<file path="config.mk">
export PLATFORM = sky130hd
export DESIGN_NAME = fp_round_stage
export DESIGN_NICKNAME = d
export VERILOG_FILES = /design/src/rtl/fp_round_pkg.sv /design/src/rtl/fp_round_ctrl.sv /design/src/rtl/fp_round_dp.sv /design/src/rtl/fp_round_stage.sv
export SDC_FILE = /design/constraint.sdc
export NUM_CORES = 1
export LEC_CHECK = 0
export CAP_MARGIN = 5
export CORE_MARGIN = 5
export CORE_UTILIZATION = 35
export CTS_BUF_LIST = sky130_fd_sc_hd__clkbuf_2 sky130_fd_sc_hd__clkbuf_4 sky130_fd_sc_hd__clkbuf_8
export DETAILED_ROUTE_END_ITERATION = 10
export PLACE_DENSITY = 0.69
export SYNTH_ARGS = -nofsm -noshare
export SYNTH_HDL_FRONTEND = slang
export SYNTH_SLANG_ARGS = --single-unit
</file>
<file path="constraint.sdc">
create_clock -name clk -period 0.8 [get_ports clk]
set_input_delay 0.08 -clock clk [delete_from_list [all_inputs] [get_ports clk]]
set_output_delay 0.08 -clock clk [all_outputs]
set_load 0.05 [all_outputs]
</file>
<file path="src/rtl/fp_round_pkg.sv">
package fp_round_pkg;

  // Rounding direction codes as seen on the mode input
  typedef enum logic [1:0] {
    RND_NEAR_EVEN = 2'b00,
    RND_TO_ZERO   = 2'b01,
    RND_TO_POS    = 2'b10,
    RND_TO_NEG    = 2'b11
  } rndMode_e;

  // Observations the datapath hands to the decision logic
  typedef struct packed {
    logic lastBit;    // least significant kept significand bit
    logic roundBit;   // first discarded bit
    logic stickyBit;  // OR of the remaining discarded bits
    logic special;    // exponent field is all ones
  } rndStatus_t;

  // Strobes the decision logic returns to the datapath
  typedef struct packed {
    logic bumpSig;      // add one unit in the last place
    logic markInexact;  // precision was lost
    logic passThru;     // forward operand untouched
  } rndCtrl_t;

endpackage

</file>
<file path="src/rtl/fp_round_ctrl.sv">
module fp_round_ctrl
  import fp_round_pkg::*;
(
  input  logic       signIn,
  input  logic [1:0] modeIn,
  input  rndStatus_t stat,
  output rndCtrl_t   ctrl
);

  logic     anyLost;
  logic     wantUp;
  rndMode_e modeSel;

  assign modeSel = rndMode_e'(modeIn);
  assign anyLost = stat.roundBit | stat.stickyBit;

  // Direction decision: nearest-even looks at the tie and the last bit,
  // the directed modes look only at the sign and whether anything was lost.
  always_comb begin
    case (modeSel)
      RND_NEAR_EVEN: wantUp = stat.roundBit & (stat.stickyBit | stat.lastBit);
      RND_TO_ZERO:   wantUp = 1'b0;
      RND_TO_POS:    wantUp = ~signIn & anyLost;
      RND_TO_NEG:    wantUp = signIn & anyLost;
      default:       wantUp = 1'b0;
    endcase
  end

  always_comb begin
    ctrl.passThru    = stat.special;
    ctrl.bumpSig     = wantUp & ~stat.special;
    ctrl.markInexact = anyLost & ~stat.special;
  end

endmodule

</file>
<file path="src/rtl/fp_round_dp.sv">
module fp_round_dp
  import fp_round_pkg::*;
#(
  parameter int EXP_W  = 8,
  parameter int SIG_W  = 24,
  parameter int TAIL_W = 24
) (
  input  logic                   signIn,
  input  logic [EXP_W-1:0]       expIn,
  input  logic [SIG_W-1:0]       sigIn,
  input  logic [TAIL_W-1:0]      tailIn,
  input  rndCtrl_t               ctrl,
  output rndStatus_t             stat,
  output logic [EXP_W+SIG_W-1:0] word,
  output logic                   ovfFlag,
  output logic                   inxFlag
);

  localparam int FRAC_W = SIG_W - 1;
  localparam logic [EXP_W-1:0] EXP_MAX = '1;
  localparam logic [EXP_W-1:0] EXP_ONE = EXP_W'(1);

  logic             roundBit;
  logic             stickyBit;
  logic [SIG_W:0]   sumSig;
  logic             carryOut;
  logic [FRAC_W-1:0] keptFrac;
  logic [EXP_W-1:0] expNext;
  logic             hitMax;

  // Round bit is the tail MSB; the sticky bit collapses whatever remains.
  assign roundBit = tailIn[TAIL_W-1];
  generate
    if (TAIL_W > 1) begin : g_sticky
      assign stickyBit = |tailIn[TAIL_W-2:0];
    end else begin : g_noSticky
      assign stickyBit = 1'b0;
    end
  endgenerate

  always_comb begin
    stat.lastBit   = sigIn[0];
    stat.roundBit  = roundBit;
    stat.stickyBit = stickyBit;
    stat.special   = (expIn == EXP_MAX);
  end

  // Increment with one extra bit to catch a ripple out of the top
  assign sumSig   = {1'b0, sigIn} + {{SIG_W{1'b0}}, ctrl.bumpSig};
  assign carryOut = sumSig[SIG_W];

  // On carry the significand is 1.000..., so the shifted fraction is zero
  assign keptFrac = carryOut ? sumSig[SIG_W-1:1] : sumSig[FRAC_W-1:0];

  always_comb begin
    if (carryOut) begin
      expNext = expIn + EXP_ONE;
    end else if (expIn == '0) begin
      // subnormal promoted when rounding fills the hidden position
      expNext = {{(EXP_W-1){1'b0}}, sumSig[SIG_W-1]};
    end else begin
      expNext = expIn;
    end
  end

  assign hitMax = (expNext == EXP_MAX) & ~ctrl.passThru;

  always_comb begin
    if (ctrl.passThru) begin
      word = {signIn, expIn, sigIn[FRAC_W-1:0]};
    end else if (hitMax) begin
      word = {signIn, EXP_MAX, {FRAC_W{1'b0}}};
    end else begin
      word = {signIn, expNext, keptFrac};
    end
  end

  assign ovfFlag = hitMax;
  assign inxFlag = ctrl.markInexact;

endmodule

</file>
<file path="src/rtl/fp_round_stage.sv">
module fp_round_stage
  import fp_round_pkg::*;
#(
  parameter int EXP_W   = 8,
  parameter int SIG_W   = 24,
  parameter int TAIL_W  = 24,
  parameter bit REG_OUT = 1'b1
) (
  input  logic                   clk,
  input  logic                   rstN,
  input  logic                   signIn,
  input  logic [EXP_W-1:0]       expIn,
  input  logic [SIG_W-1:0]       sigIn,
  input  logic [TAIL_W-1:0]      tailIn,
  input  logic [1:0]             modeIn,
  output logic [EXP_W+SIG_W-1:0] result,
  output logic                   inexact,
  output logic                   overflow
);

  localparam int WORD_W = EXP_W + SIG_W;

  rndStatus_t        stat;
  rndCtrl_t          ctrl;
  logic [WORD_W-1:0] wordComb;
  logic              ovfComb;
  logic              inxComb;

  fp_round_ctrl u_ctrl (
    .signIn (signIn),
    .modeIn (modeIn),
    .stat   (stat),
    .ctrl   (ctrl)
  );

  fp_round_dp #(
    .EXP_W  (EXP_W),
    .SIG_W  (SIG_W),
    .TAIL_W (TAIL_W)
  ) u_dp (
    .signIn  (signIn),
    .expIn   (expIn),
    .sigIn   (sigIn),
    .tailIn  (tailIn),
    .ctrl    (ctrl),
    .stat    (stat),
    .word    (wordComb),
    .ovfFlag (ovfComb),
    .inxFlag (inxComb)
  );

  generate
    if (REG_OUT) begin : g_reg
      always_ff @(posedge clk or negedge rstN) begin
        if (!rstN) begin
          result   <= '0;
          inexact  <= 1'b0;
          overflow <= 1'b0;
        end else begin
          result   <= wordComb;
          inexact  <= inxComb;
          overflow <= ovfComb;
        end
      end
    end else begin : g_comb
      assign result   = wordComb;
      assign inexact  = inxComb;
      assign overflow = ovfComb;
    end
  endgenerate

endmodule

</file>
== Word-level counts from Yosys, hierarchy flattened ==
Cells that the tools add are included.

* $add $sub $neg: 2
* Eq/ne operators: 5
* Muxes and demuxes: 6
* Bitwise gates (word level): 10
* Reduce and logical (&&, ||, !) cells: 3

{| class="wikitable"
|+ Operators by type and width
! cell !! number
|-
| $mux W31 || 2
|-
| $add A24 B1 Y25 || 1
|-
| $mux W23 || 1
|-
| $reduce_or A23 Y1 || 1
|-
| $eq A8 B8 Y1 const B || 2
|-
| $mux W8 || 2
|-
| $add A8 B1 Y8 const B || 1
|-
| $logic_not A8 Y1 || 1
|-
| $and A1 B1 Y1 || 6
|-
| $eq A2 B2 Y1 const B || 2
|-
| $pmux W1 S4 || 1
|-
| $eq A2 B1 Y1 const B || 1
|-
| $logic_not A2 Y1 || 1
|-
| $not A1 Y1 || 2
|-
| $or A1 B1 Y1 || 2
|}

* Bits in registers: 34
* Input port bits: 61
* Output and inout port bits: 34
* Word-level logic and storage cells: 29

== Longest topological paths before layout ==
Gate-level depths: netlist (run 1).

* Word-level depth: 12
* Gate-level depth with buffers: 19
* Mapped depth without buffers: 17

== By module ==
Synthesis (run 1) repeated with hierarchy kept, for this count alone.

* Cells, all modules: 247
* Area, all modules: 2188.3 um^2

{| class="wikitable"
|+ By module, submodules not included
! module !! times used !! cells each !! area each (um^2) !! sequential area each (um^2)
|-
| fp_round_dp || 1 || 205 || 1285.0 || 0.0
|-
| fp_round_stage || 1 || 34 || 850.8 || 850.8
|-
| fp_round_ctrl || 1 || 8 || 52.6 || 0.0
|}

== Least setup slack after synthesis (run 1) ==
No wires, ideal clock.

* Path kind: input port to flip-flop
* Start point: in expIn[0]
* End point: reg result[18]
* Setup time: 0.121 ns
* Arrival time: 3.097 ns
* Data required time: 0.679 ns
* Path slack: -2.418 ns
* Stages: 17
* Buffers on the path: 2
* Path through: ha_1 > nand3_1 > inv_1 > and3_1 > clkbuf_1 > nor4_1 > ha_1 > ha_1 > nand2_1 > nor2_2 > and4_1 > buf_2 > nand2_1 > a21oi_1 > o211ai_2 > a21o_1 > a22o_1

* Cells in the longest elaborated chain, start to end: 10
* Elaborated cells between the ends (all ways): 13
* Classes of those cells: 2 x add/sub; 2 x eq/ne; 5 x mux; 3 x bitwise; 1 x reduce/logical

{| class="wikitable"
|+ RTL lines
! element !! line !! text
|-
| from (decl) || fp_round_stage.sv:12 || <nowiki>input logic [EXP_W-1:0] expIn,</nowiki>
|-
| $eq A8 B8 Y1 || fp_round_dp.sv:45 || <nowiki>stat.special = (expIn == EXP_MAX);</nowiki>
|-
| $not A1 Y1 || fp_round_ctrl.sv:31, fp_round_dp.sv:66 ||
|-
| $and A1 B1 Y1 || fp_round_ctrl.sv:31 || <nowiki>ctrl.bumpSig = wantUp & ~stat.special;</nowiki>
|-
| $add A24 B1 Y25 || fp_round_dp.sv:49 || <nowiki>assign sumSig = {1'b0, sigIn} + {{SIG_W{1'b0}}, ctrl.bumpSig};</nowiki>
|-
| $mux W8 || fp_round_dp.sv:58 || <nowiki>end else if (expIn == '0) begin</nowiki>
|-
| $mux W8 || fp_round_dp.sv:56 || <nowiki>if (carryOut) begin</nowiki>
|-
| $eq A8 B8 Y1 || fp_round_dp.sv:66 || <nowiki>assign hitMax = (expNext == EXP_MAX) & ~ctrl.passThru;</nowiki>
|-
| $and A1 B1 Y1 || fp_round_dp.sv:66 ||
|-
| $mux W31 || fp_round_dp.sv:71 || <nowiki>end else if (hitMax) begin</nowiki>
|-
| $mux W31 * || fp_round_dp.sv:69 || <nowiki>if (ctrl.passThru) begin</nowiki>
|-
| net u_dp.word[18] || fp_round_dp.sv:14 || <nowiki>output logic [EXP_W+SIG_W-1:0] word,</nowiki>
|-
| to (signal assigned) || fp_round_stage.sv:60 || <nowiki>result <= wordComb;</nowiki>
|-
| to (decl) || fp_round_stage.sv:16 || <nowiki>output logic [EXP_W+SIG_W-1:0] result,</nowiki>
|}

Mark *: on every way through the listed nets, which the timed path passes. The rest lies on a longest branch.

== Worst setup path in the final report (run 1) ==
* Start point: in tailIn[17]
* End point: reg result[10]

* Cells in the longest elaborated chain, start to end: 12
* Elaborated cells between the ends (all ways): 16
* Classes of those cells: 1 x add/sub; 1 x eq/ne; 6 x mux; 7 x bitwise; 1 x reduce/logical

{| class="wikitable"
|+ RTL lines
! element !! line !! text
|-
| from (decl) || fp_round_stage.sv:14 || <nowiki>input logic [TAIL_W-1:0] tailIn,</nowiki>
|-
| $reduce_or A23 Y1 * || fp_round_dp.sv:35 || <nowiki>assign stickyBit = |tailIn[TAIL_W-2:0];</nowiki>
|-
| $or A1 B1 Y1, on equally long branches || fp_round_ctrl.sv:15, fp_round_ctrl.sv:21 ||
|-
| $and A1 B1 Y1, on equally long branches || fp_round_ctrl.sv:24, fp_round_ctrl.sv:21, fp_round_ctrl.sv:23 ||
|-
| $pmux W1 S4 * || fp_round_ctrl.sv:20 || <nowiki>case (modeSel)</nowiki>
|-
| $and A1 B1 Y1 * || fp_round_ctrl.sv:31 ||
|-
| $add A24 B1 Y25 * || fp_round_dp.sv:49 ||
|-
| $mux W8 || fp_round_dp.sv:58 ||
|-
| $mux W8 || fp_round_dp.sv:56 ||
|-
| $eq A8 B8 Y1 || fp_round_dp.sv:66 ||
|-
| $and A1 B1 Y1 || fp_round_dp.sv:66 ||
|-
| $mux W31 * || fp_round_dp.sv:71 ||
|-
| $mux W31 * || fp_round_dp.sv:69 ||
|-
| net u_dp.word[10] || fp_round_dp.sv:14 ||
|}

Marked as above.

==> results of run 1 <==
routing by layer:
metal  up-vias  global-route usage
met3        19              0.0442
met5         -                   0
met4         0              0.0851
li1       1260                   -
met2       157               0.390
met1      1298               0.245
cell families after synthesis:
| family | Yosys count | synth area share |
|---|---|---|
| flops | 34 | 0.404 |
| fa+ha+maj | 4 | 0.0237 |
| buf+inv | 14 | 0.0303 |
| xor+xnor | 13 | 0.0540 |
| mux | 2 | 0.0101 |
| compound gates | 48 | 0.157 |
| simple gates | 126 | 0.321 |
area by class of cell:
class / instances / area (um^2) / area share
inverter: 5 / 18.8 / 0.00406
tap: 75 / 93.8 / 0.0203
multi-input combinational: 193 / 1580 / 0.341
clock inverter: 1 / 5.00 / 0.00108
timing repair buffer: 187 / 1990 / 0.430
sequential: 34 / 851 / 0.184
clock buffer: 7 / 90.1 / 0.0195
stage by stage:
step	util	cell area [um^2]	TNS, ps	std cells	power (mW)
global route	0.786	4620	-61950	502	5.20
floorplan	-	2310	-52010	241	2.53
detailed placement	0.708	4170	-76080	476	3.65
CTS	0.769	4520	-57980	498	4.99
finish	0.786	4620	-57850	502	5.01
global placement	0.708	4170	-72850	476	3.62
worst paths after layout:
check | startpoint | endpoint | slack, ps | depth (start not counted)
max | tailIn[17] | result[10] | -1840 | 19
min | signIn | result[31] | 100 | 1
max in group asynchronous | rstN | result[22] | 460 | 2
min in group asynchronous | rstN | result[3] | 160 | 2
critical path: stages:
cell and delay (ps):
sky130_fd_sc_hd__buf_2 110, sky130_fd_sc_hd__nor4_4 240, sky130_fd_sc_hd__and4_1 250, sky130_fd_sc_hd__nand3_4 100, sky130_fd_sc_hd__nor2_4 90, sky130_fd_sc_hd__nor2_2 50, sky130_fd_sc_hd__nor2_2 140, sky130_fd_sc_hd__nor4_4 50
sky130_fd_sc_hd__ha_2 190, sky130_fd_sc_hd__ha_4 170, sky130_fd_sc_hd__nand2_4 70, sky130_fd_sc_hd__nor2_4 60, sky130_fd_sc_hd__buf_6 130, sky130_fd_sc_hd__a211o_1 280, sky130_fd_sc_hd__o311ai_4 90, sky130_fd_sc_hd__o211ai_4 180
sky130_fd_sc_hd__buf_6 150, sky130_fd_sc_hd__a21o_1 150, sky130_fd_sc_hd__a22o_1 220
registers in the layout (all words and copies together) (netlist names):
name,cells
inexact,1
result,32
overflow,1
synth_stat cells (all sizes together), types with 2 or more instances:
cell and n:
nor4 11, nand3 21, nand2 29, buf 4, ha 4, dfrtp 34, a21boi 2, a22o 3
xnor2 4, o31ai 2, o21ai 8, inv 5, o211ai 2, a21o 2, nor3 3, clkbuf 5
o22ai 3, a31oi 3, xor2 9, nand4 12, and3 6, nor2 35, a21oi 16, and4 5
a211oi 2
power breakdown:
| group | internal [mW] | switching [mW] | total (mW) |
|---|---|---|---|
| sequential | 1.82 | 0.0821 | 1.90 |
| combinational | 0.905 | 0.849 | 1.75 |
| clock | 0.728 | 0.627 | 1.35 |
repair_timing:
item                                    CTS  global route
pin swaps                                56            15
endpoints found under the setup margin   67            67
resized for setup                       156            27
setup buffers                            15             5
==> impl_results.md, run 1 <==
* Result of the run: finished with violations
* Violations in the final reports: negative setup slack
* Period utilisation layout at 3.31
* DIE AREA at 7680 um^2
* Proportion of synthesized flip-flops having asynchronous set or reset at 1.00
* Proportion of layout cells with a drive suffix above 1 at 0.527
* Endpoint kind of the worst setup timing path: flip-flop
* Static leakage power at 2.03 nW
* Post-detailed-route DRC marker count at 0
* Area contributors post-synth: sky130_fd_sc_hd__dfrtp_1 (40%), sky130_fd_sc_hd__nor2_1 (6.1%), sky130_fd_sc_hd__nand2_1 (5.2%)
* Setup WS post-layout at -1840 ps
* Post-route ant nets at 0
* Die H at 87.6 um
* Final nets at 491
* CTS H-tree lvls at 2
* Final Setup Violations at 66
* Length of routed met3 wiring at 660 um
* Area of the mapped netlist at 2110 um^2
* I/O pin cnt at 95
* Hold violation count in the final report at 0
* Area fraction of the dominant cell type after synthesis at 0.404
* Root cell of the clock tree: sky130_fd_sc_hd__clkbuf_8
* Most used flip-flop cell after synthesis: sky130_fd_sc_hd__dfrtp_1
* Net count of the mapped netlist at 306
* Max-cap viol count at 0
* Violation count after the first detailed-route iteration at 168
* Post-synth EDFFs at 0
* Final critical delay including setup and external delays at 2640 ps
* Detailed-route via count at 2734
* Number of rows in the core area at 28
* Critical path data required time at 980 ps
* Yosys synthesis warning count at 0
* Mean routed wirelength per cell at 16.8 um
* Setup repair after global routing missed its margin: yes
* Cell count after synthesis at 241
* Pin count of the biggest net entering global routing at 35
* Wire length of the first global-routing pass at 13.1 mm
* Leading cell type in the layout, fill and taps excluded: sky130_fd_sc_hd__buf_4
* Number of buffers inserted for hold repair after clock tree synthesis at 0
* Floorplan die width at 87.6 um
* Maximum buffer depth of the clock tree at 2
* Worst slew margin at 0.655
* Antenna diode instance count at 0
* Count of different cell masters after synthesis at 45
* Number of buffers inserted during clock tree synthesis at 5
* Library cell with the largest summed area after synthesis: sky130_fd_sc_hd__dfrtp_1
* Core area at 5890 um^2
* Worst hold-check path type: input pin to flip-flop
* Transition time of the tightest slew-check pin at 515 ps
* Synthesis-to-finish area growth at 119%
* Clock slew at reported path FFs at 70 ps
* Detailed-router iteration count before antenna repair at 5
* Setup crit start kind: input pin
* Highest signal layer in the routed design: met4
* Most frequent cells in the layout: sky130_fd_sc_hd__buf_4 (76), sky130_fd_sc_hd__buf_12 (35), sky130_fd_sc_hd__dfrtp_1 (34)
* Placed wire-length estimate at 5.91 mm
* Place WS at -2530 ps
* Via count of the first global-routing pass at 2775
* PortBufs at 94
* Antenna violations before repair at 0
* Power per Cell Area at 1080 nW/um^2
* Worst slack on hold paths at 96.3 ps
* Effective utilization at floorplan at 0.358
* Met1 WL at 3.13 mm
* Overall routing resource usage at 0.215
* Overall overflow remaining after global route at 0
* Max Freq at 0.378 GHz
* Max Fanout on Critical Path at 7
* Worst vdd rail ir drop at 0.000706 V
* Total clock sinks at 34
* Category of the most critical setup path: input pin to flip-flop
* CTS tree: yes
* WP data arrival at 2820 ps
* Fin. max-slew vios at 0
* Routability congestion estimate from global placement at 0.879
* Sequential area share after synthesis at 0.404
* Post-synthesis register bit count at 34
* Mean number of vias per cell at 5.45
* Count of fill cells added during filler insertion at 364
* Post-Route WL at 8.41 mm
* Routed met2 length at 4.39 mm
* Post-Syn Area per Cell at 8.75 um^2
(Power assumes the default switching activity.)
==> run 2, diff against run 1 <==
- ABC_AREA: not set -> 1
- PLACE_DENSITY: 0.69 -> 0.66
==> impl_results.md, run 2 <==
* Result of the run: finished with violations
* Violations in the final reports: negative setup slack
* Setup TNS at -56310 ps (+1550 ps)
* Core area at 7140 um^2 (+21%)
* Count of different cell masters after synthesis at 31 (-31%)
* Share of total power in combinational logic at 0.398 (+0.048)
* Sequential area share after synthesis at 0.338 (-0.0654)
* Detailed-route via count at 3391 (+24%)
* Synthesis-to-finish area growth at 114%
* Placed wire-length estimate at 7.16 mm (+21%)
* Final critical delay including setup and external delays at 2550 ps (-97.7 ps)
* CTS H-tree lvls at 2 (unchanged)
* Detailed-router iteration count before antenna repair at 4 (-1)
* Relative contribution of sequential cells to total power at 0.361 (-0.018)
* Post-route ant nets at 0 (unchanged)
* Cell types with the highest counts after synthesis: sky130_fd_sc_hd__nand2_1 (159), sky130_fd_sc_hd__nor2_1 (45), sky130_fd_sc_hd__inv_1 (38), sky130_fd_sc_hd__dfrtp_1 (34), sky130_fd_sc_hd__nand3_1 (26)
* Setup crit start kind: input pin
* Endpoint kind of the worst setup timing path: flip-flop
* Library cell with the largest summed area after synthesis: sky130_fd_sc_hd__dfrtp_1
* Leading cell type in the layout, fill and taps excluded: sky130_fd_sc_hd__nand2_1
* Worst path max stage delay at 240 ps (-40 ps)
* Max Fanout on Critical Path at 7 (unchanged)
* Pin count of the biggest net entering global routing at 35 (unchanged)
* Setup repair after global routing missed its margin: yes
* DIE AREA at 8990 um^2 (+17%)
* Most used flip-flop cell after synthesis: sky130_fd_sc_hd__dfrtp_1
* Worst vdd rail ir drop at 0.000659 V (-6.7%)
* Top reg by flops: result
* Die H at 94.8 um (+8.2%)
* Number of rows in the core area at 31 (+11%)
* Most common cell in the synthesized netlist: sky130_fd_sc_hd__nand2_1
* Post-synthesis register bit count at 34 (unchanged)
* Overall routing resource usage at 0.218 (+0.00333)
* Number of buffers inserted during clock tree synthesis at 5 (unchanged)
* Via count of the first global-routing pass at 3279 (+18%)
* Max Freq at 0.393 GHz (+3.8%)
* I/O pin cnt at 95 (unchanged)
* Post-Route WL at 10.6 mm (+26%)
* Clock network fraction of total power at 0.241 (-0.029)
* Static leakage power at 2.74 nW (+35%)
* Category of cells accounting for the largest share of critical-path delay: simple AND/OR/NAND/NOR gates
* Area post-placement at 4750 um^2 (+14%)
* Proportion of layout cells with a drive suffix above 1 at 0.455 (-0.0716)
* Area of all placed cells without fillers at 5390 um^2 (+17%)
* Post-detailed-route DRC marker count at 0 (unchanged)
* Switching power summed over all nets at 1.71 mW (+9.4%)
* Mean number of vias per cell at 4.75 (-13%)
* Mean routed wirelength per cell at 14.9 um (-11%)
* Maximum buffer depth of the clock tree at 2 (unchanged)
* Area contributors post-synth: sky130_fd_sc_hd__dfrtp_1 (34%), sky130_fd_sc_hd__nand2_1 (24%), sky130_fd_sc_hd__nor2_1 (6.7%)
* Fin. max-slew vios at 0 (unchanged)
* Area fraction of the dominant cell type after synthesis at 0.338 (-0.0654)
* Cell count after synthesis at 390 (+62%)
* Effective utilization at floorplan at 0.353 (-0.00565)
* Violation count after the first detailed-route iteration at 197 (+17%)
* Proportion of synthesized flip-flops having asynchronous set or reset at 1.00 (unchanged)
* Final Setup Violations at 67 (+1.5%)
* Worst slack on hold paths at 110 ps (+13.7 ps)
* Antenna violations before repair at 0 (unchanged)
* WP data arrival at 2720 ps (-100 ps)
* Internal power contribution at 3.58 mW (+3.8%)
* Max reg flops at 32 (unchanged)
* Setup WS post-layout at -1750 ps (+97.7 ps)
* CTS tree: yes
* Power per Cell Area at 981 nW/um^2 (-9.5%)
* Most common cell on crit path: sky130_fd_sc_hd__nand2_2
* Library cell contributing the largest single delay on the critical path: sky130_fd_sc_hd__nor2_4
* Root cell of the clock tree: sky130_fd_sc_hd__clkbuf_8
* Period utilisation layout at 3.18 (-0.122)
* Yosys synthesis warning count at 0 (unchanged)
* Critical path data required time at 980 ps (about the same)
* PortBufs at 94 (unchanged)
* Post-synth EDFFs at 0 (unchanged)
* Post-Syn Area per Cell at 6.45 um^2 (-26%)
* Wire length of the first global-routing pass at 15.3 mm (+17%)
* Area of the mapped netlist at 2520 um^2 (+19%)
* Bufs and invs on worst path at 6 (+3)
* Largest registers in the final layout: result (32), inexact (1), overflow (1)
* Final nets at 680 (+38%)
* Floorplan die width at 94.8 um (+8.2%)
* Antenna diode instance count at 0 (unchanged)
* Category of the most critical setup path: input pin to flip-flop
* Routability congestion estimate from global placement at 0.912 (+3.7%)
* Clock slew at reported path FFs at 70 ps (about the same)
* Worst slew margin at 0.716 (+0.0610)
* Total clock sinks at 34 (unchanged)
* Worst hold-check path type: input pin to flip-flop
* Transition time of the tightest slew-check pin at 423 ps (-92.2 ps)
* Number of buffers inserted for hold repair after clock tree synthesis at 0 (unchanged)
* Proportion of total power due to net switching at 0.322 (+0.0114)
* Overall overflow remaining after global route at 0 (unchanged)
* Hold violation count in the final report at 0 (unchanged)
* Most frequent cells in the layout: sky130_fd_sc_hd__nand2_1 (119), sky130_fd_sc_hd__buf_4 (108), sky130_fd_sc_hd__nor2_1 (41)
* Net count of the mapped netlist at 455 (+49%)
* CP Cell Sequence: buf_6 > ha_4 > nand3_4 > nor4_4 > inv_2 > nand4_1 > o21ai_2 > ha_2 > ha_4 > nand2_4 > inv_2 > nand2_2 > nor2_4 > nand2_4 > nand2_2 > nand2_2 > inv_2 > nand2_2 > nor2_4 > nand3_4 > buf_4 > buf_8 > nand2_1 > nand2_1
* Max-cap viol count at 0 (unchanged)
[run 2: cell types whose count changed in the layout (fill, tap and decap cells not counted), sizes merged, moves of 7 or more]
cell | previous run | this run
nand3 | 21 | 28
inv | 5 | 42
nand2 | 29 | 162
nor4 | 11 | 4
nor2 | 35 | 55
a21oi | 16 | 4
buf | 146 | 178
[run 2: logic make-up (layout without fill, tap and decap cells)]
kind of cell	after synthesis	after routing	synth area share
DFF	34	34	0.338
AOI/OAI and AO/OA	18	18	0.0413
adders and majority gates	4	4	0.0199
and+or+nand+nor	265	265	0.456
xor gates and xnor gates	18	18	0.0627
buffers and inverters	51	276	0.0820
[run 2: metrics by stage]
stage	total power, mW	cells	utilization	setup WS (ps)
after floorplan	2.63	390	-	-1720
after global placement	3.85	675	0.665	-2240
after detailed placement	3.87	675	0.665	-2270
after CTS	5.15	698	0.716	-1630
after global routing	5.49	714	0.755	-1890
final	5.29	714	0.755	-1750
[run 2: path summary, 6_finish.rpt]
check / startpoint / end / slack [ps] / depth (start not counted)
worst max-delay path: expIn[1] / result[2] / -1750 / 24
worst min-delay path: signIn / result[31] / 110 / 1
min in group asynchronous: rstN / result[31] / 170 / 2
max in group asynchronous: rstN / result[25] / 460 / 2
[run 2: power by group through the flow]
stage	clock network [mW]	logic, mW	registers, mW
after floorplan	0	0.389	2.24
after global placement	0	1.91	1.94
after detailed placement	0	1.93	1.94
after CTS	1.28	1.97	1.91
after global routing	1.35	2.23	1.92
final	1.27	2.11	1.91
[run 2: cell type report]
class | count | area (um^2)
repair buffers | 227 | 2380
multi-input cells | 305 | 1800
fillers | 532 | 1750
flip-flops and latches | 34 | 851
inverters | 42 | 158
well taps | 99 | 124
clock buffers | 7 | 83.8
[run 2: per-layer routing]
layer | share of wire | up-vias | global-route usage | wire length, um
li1 | - | 1668 | - | -
met1 | 0.39 | 1597 | 0.262 | 4190
met2 | 0.53 | 103 | 0.397 | 5640
met3 | 0.053 | 23 | 0.0375 | 563
met4 | 0.022 | 0 | 0.0601 | 234
met5 | 0 | - | 0 | 0
[run 2: timing repair]
| item | 4_1_cts | 5_1_grt |
|---|---|---|
| cloned | 2 | 1 |
| setup buffers | 19 | 16 |
| gates resized for setup | 129 | 56 |
| pin swaps | 12 | 17 |
| endpoints found under the setup margin | 67 | 67 |
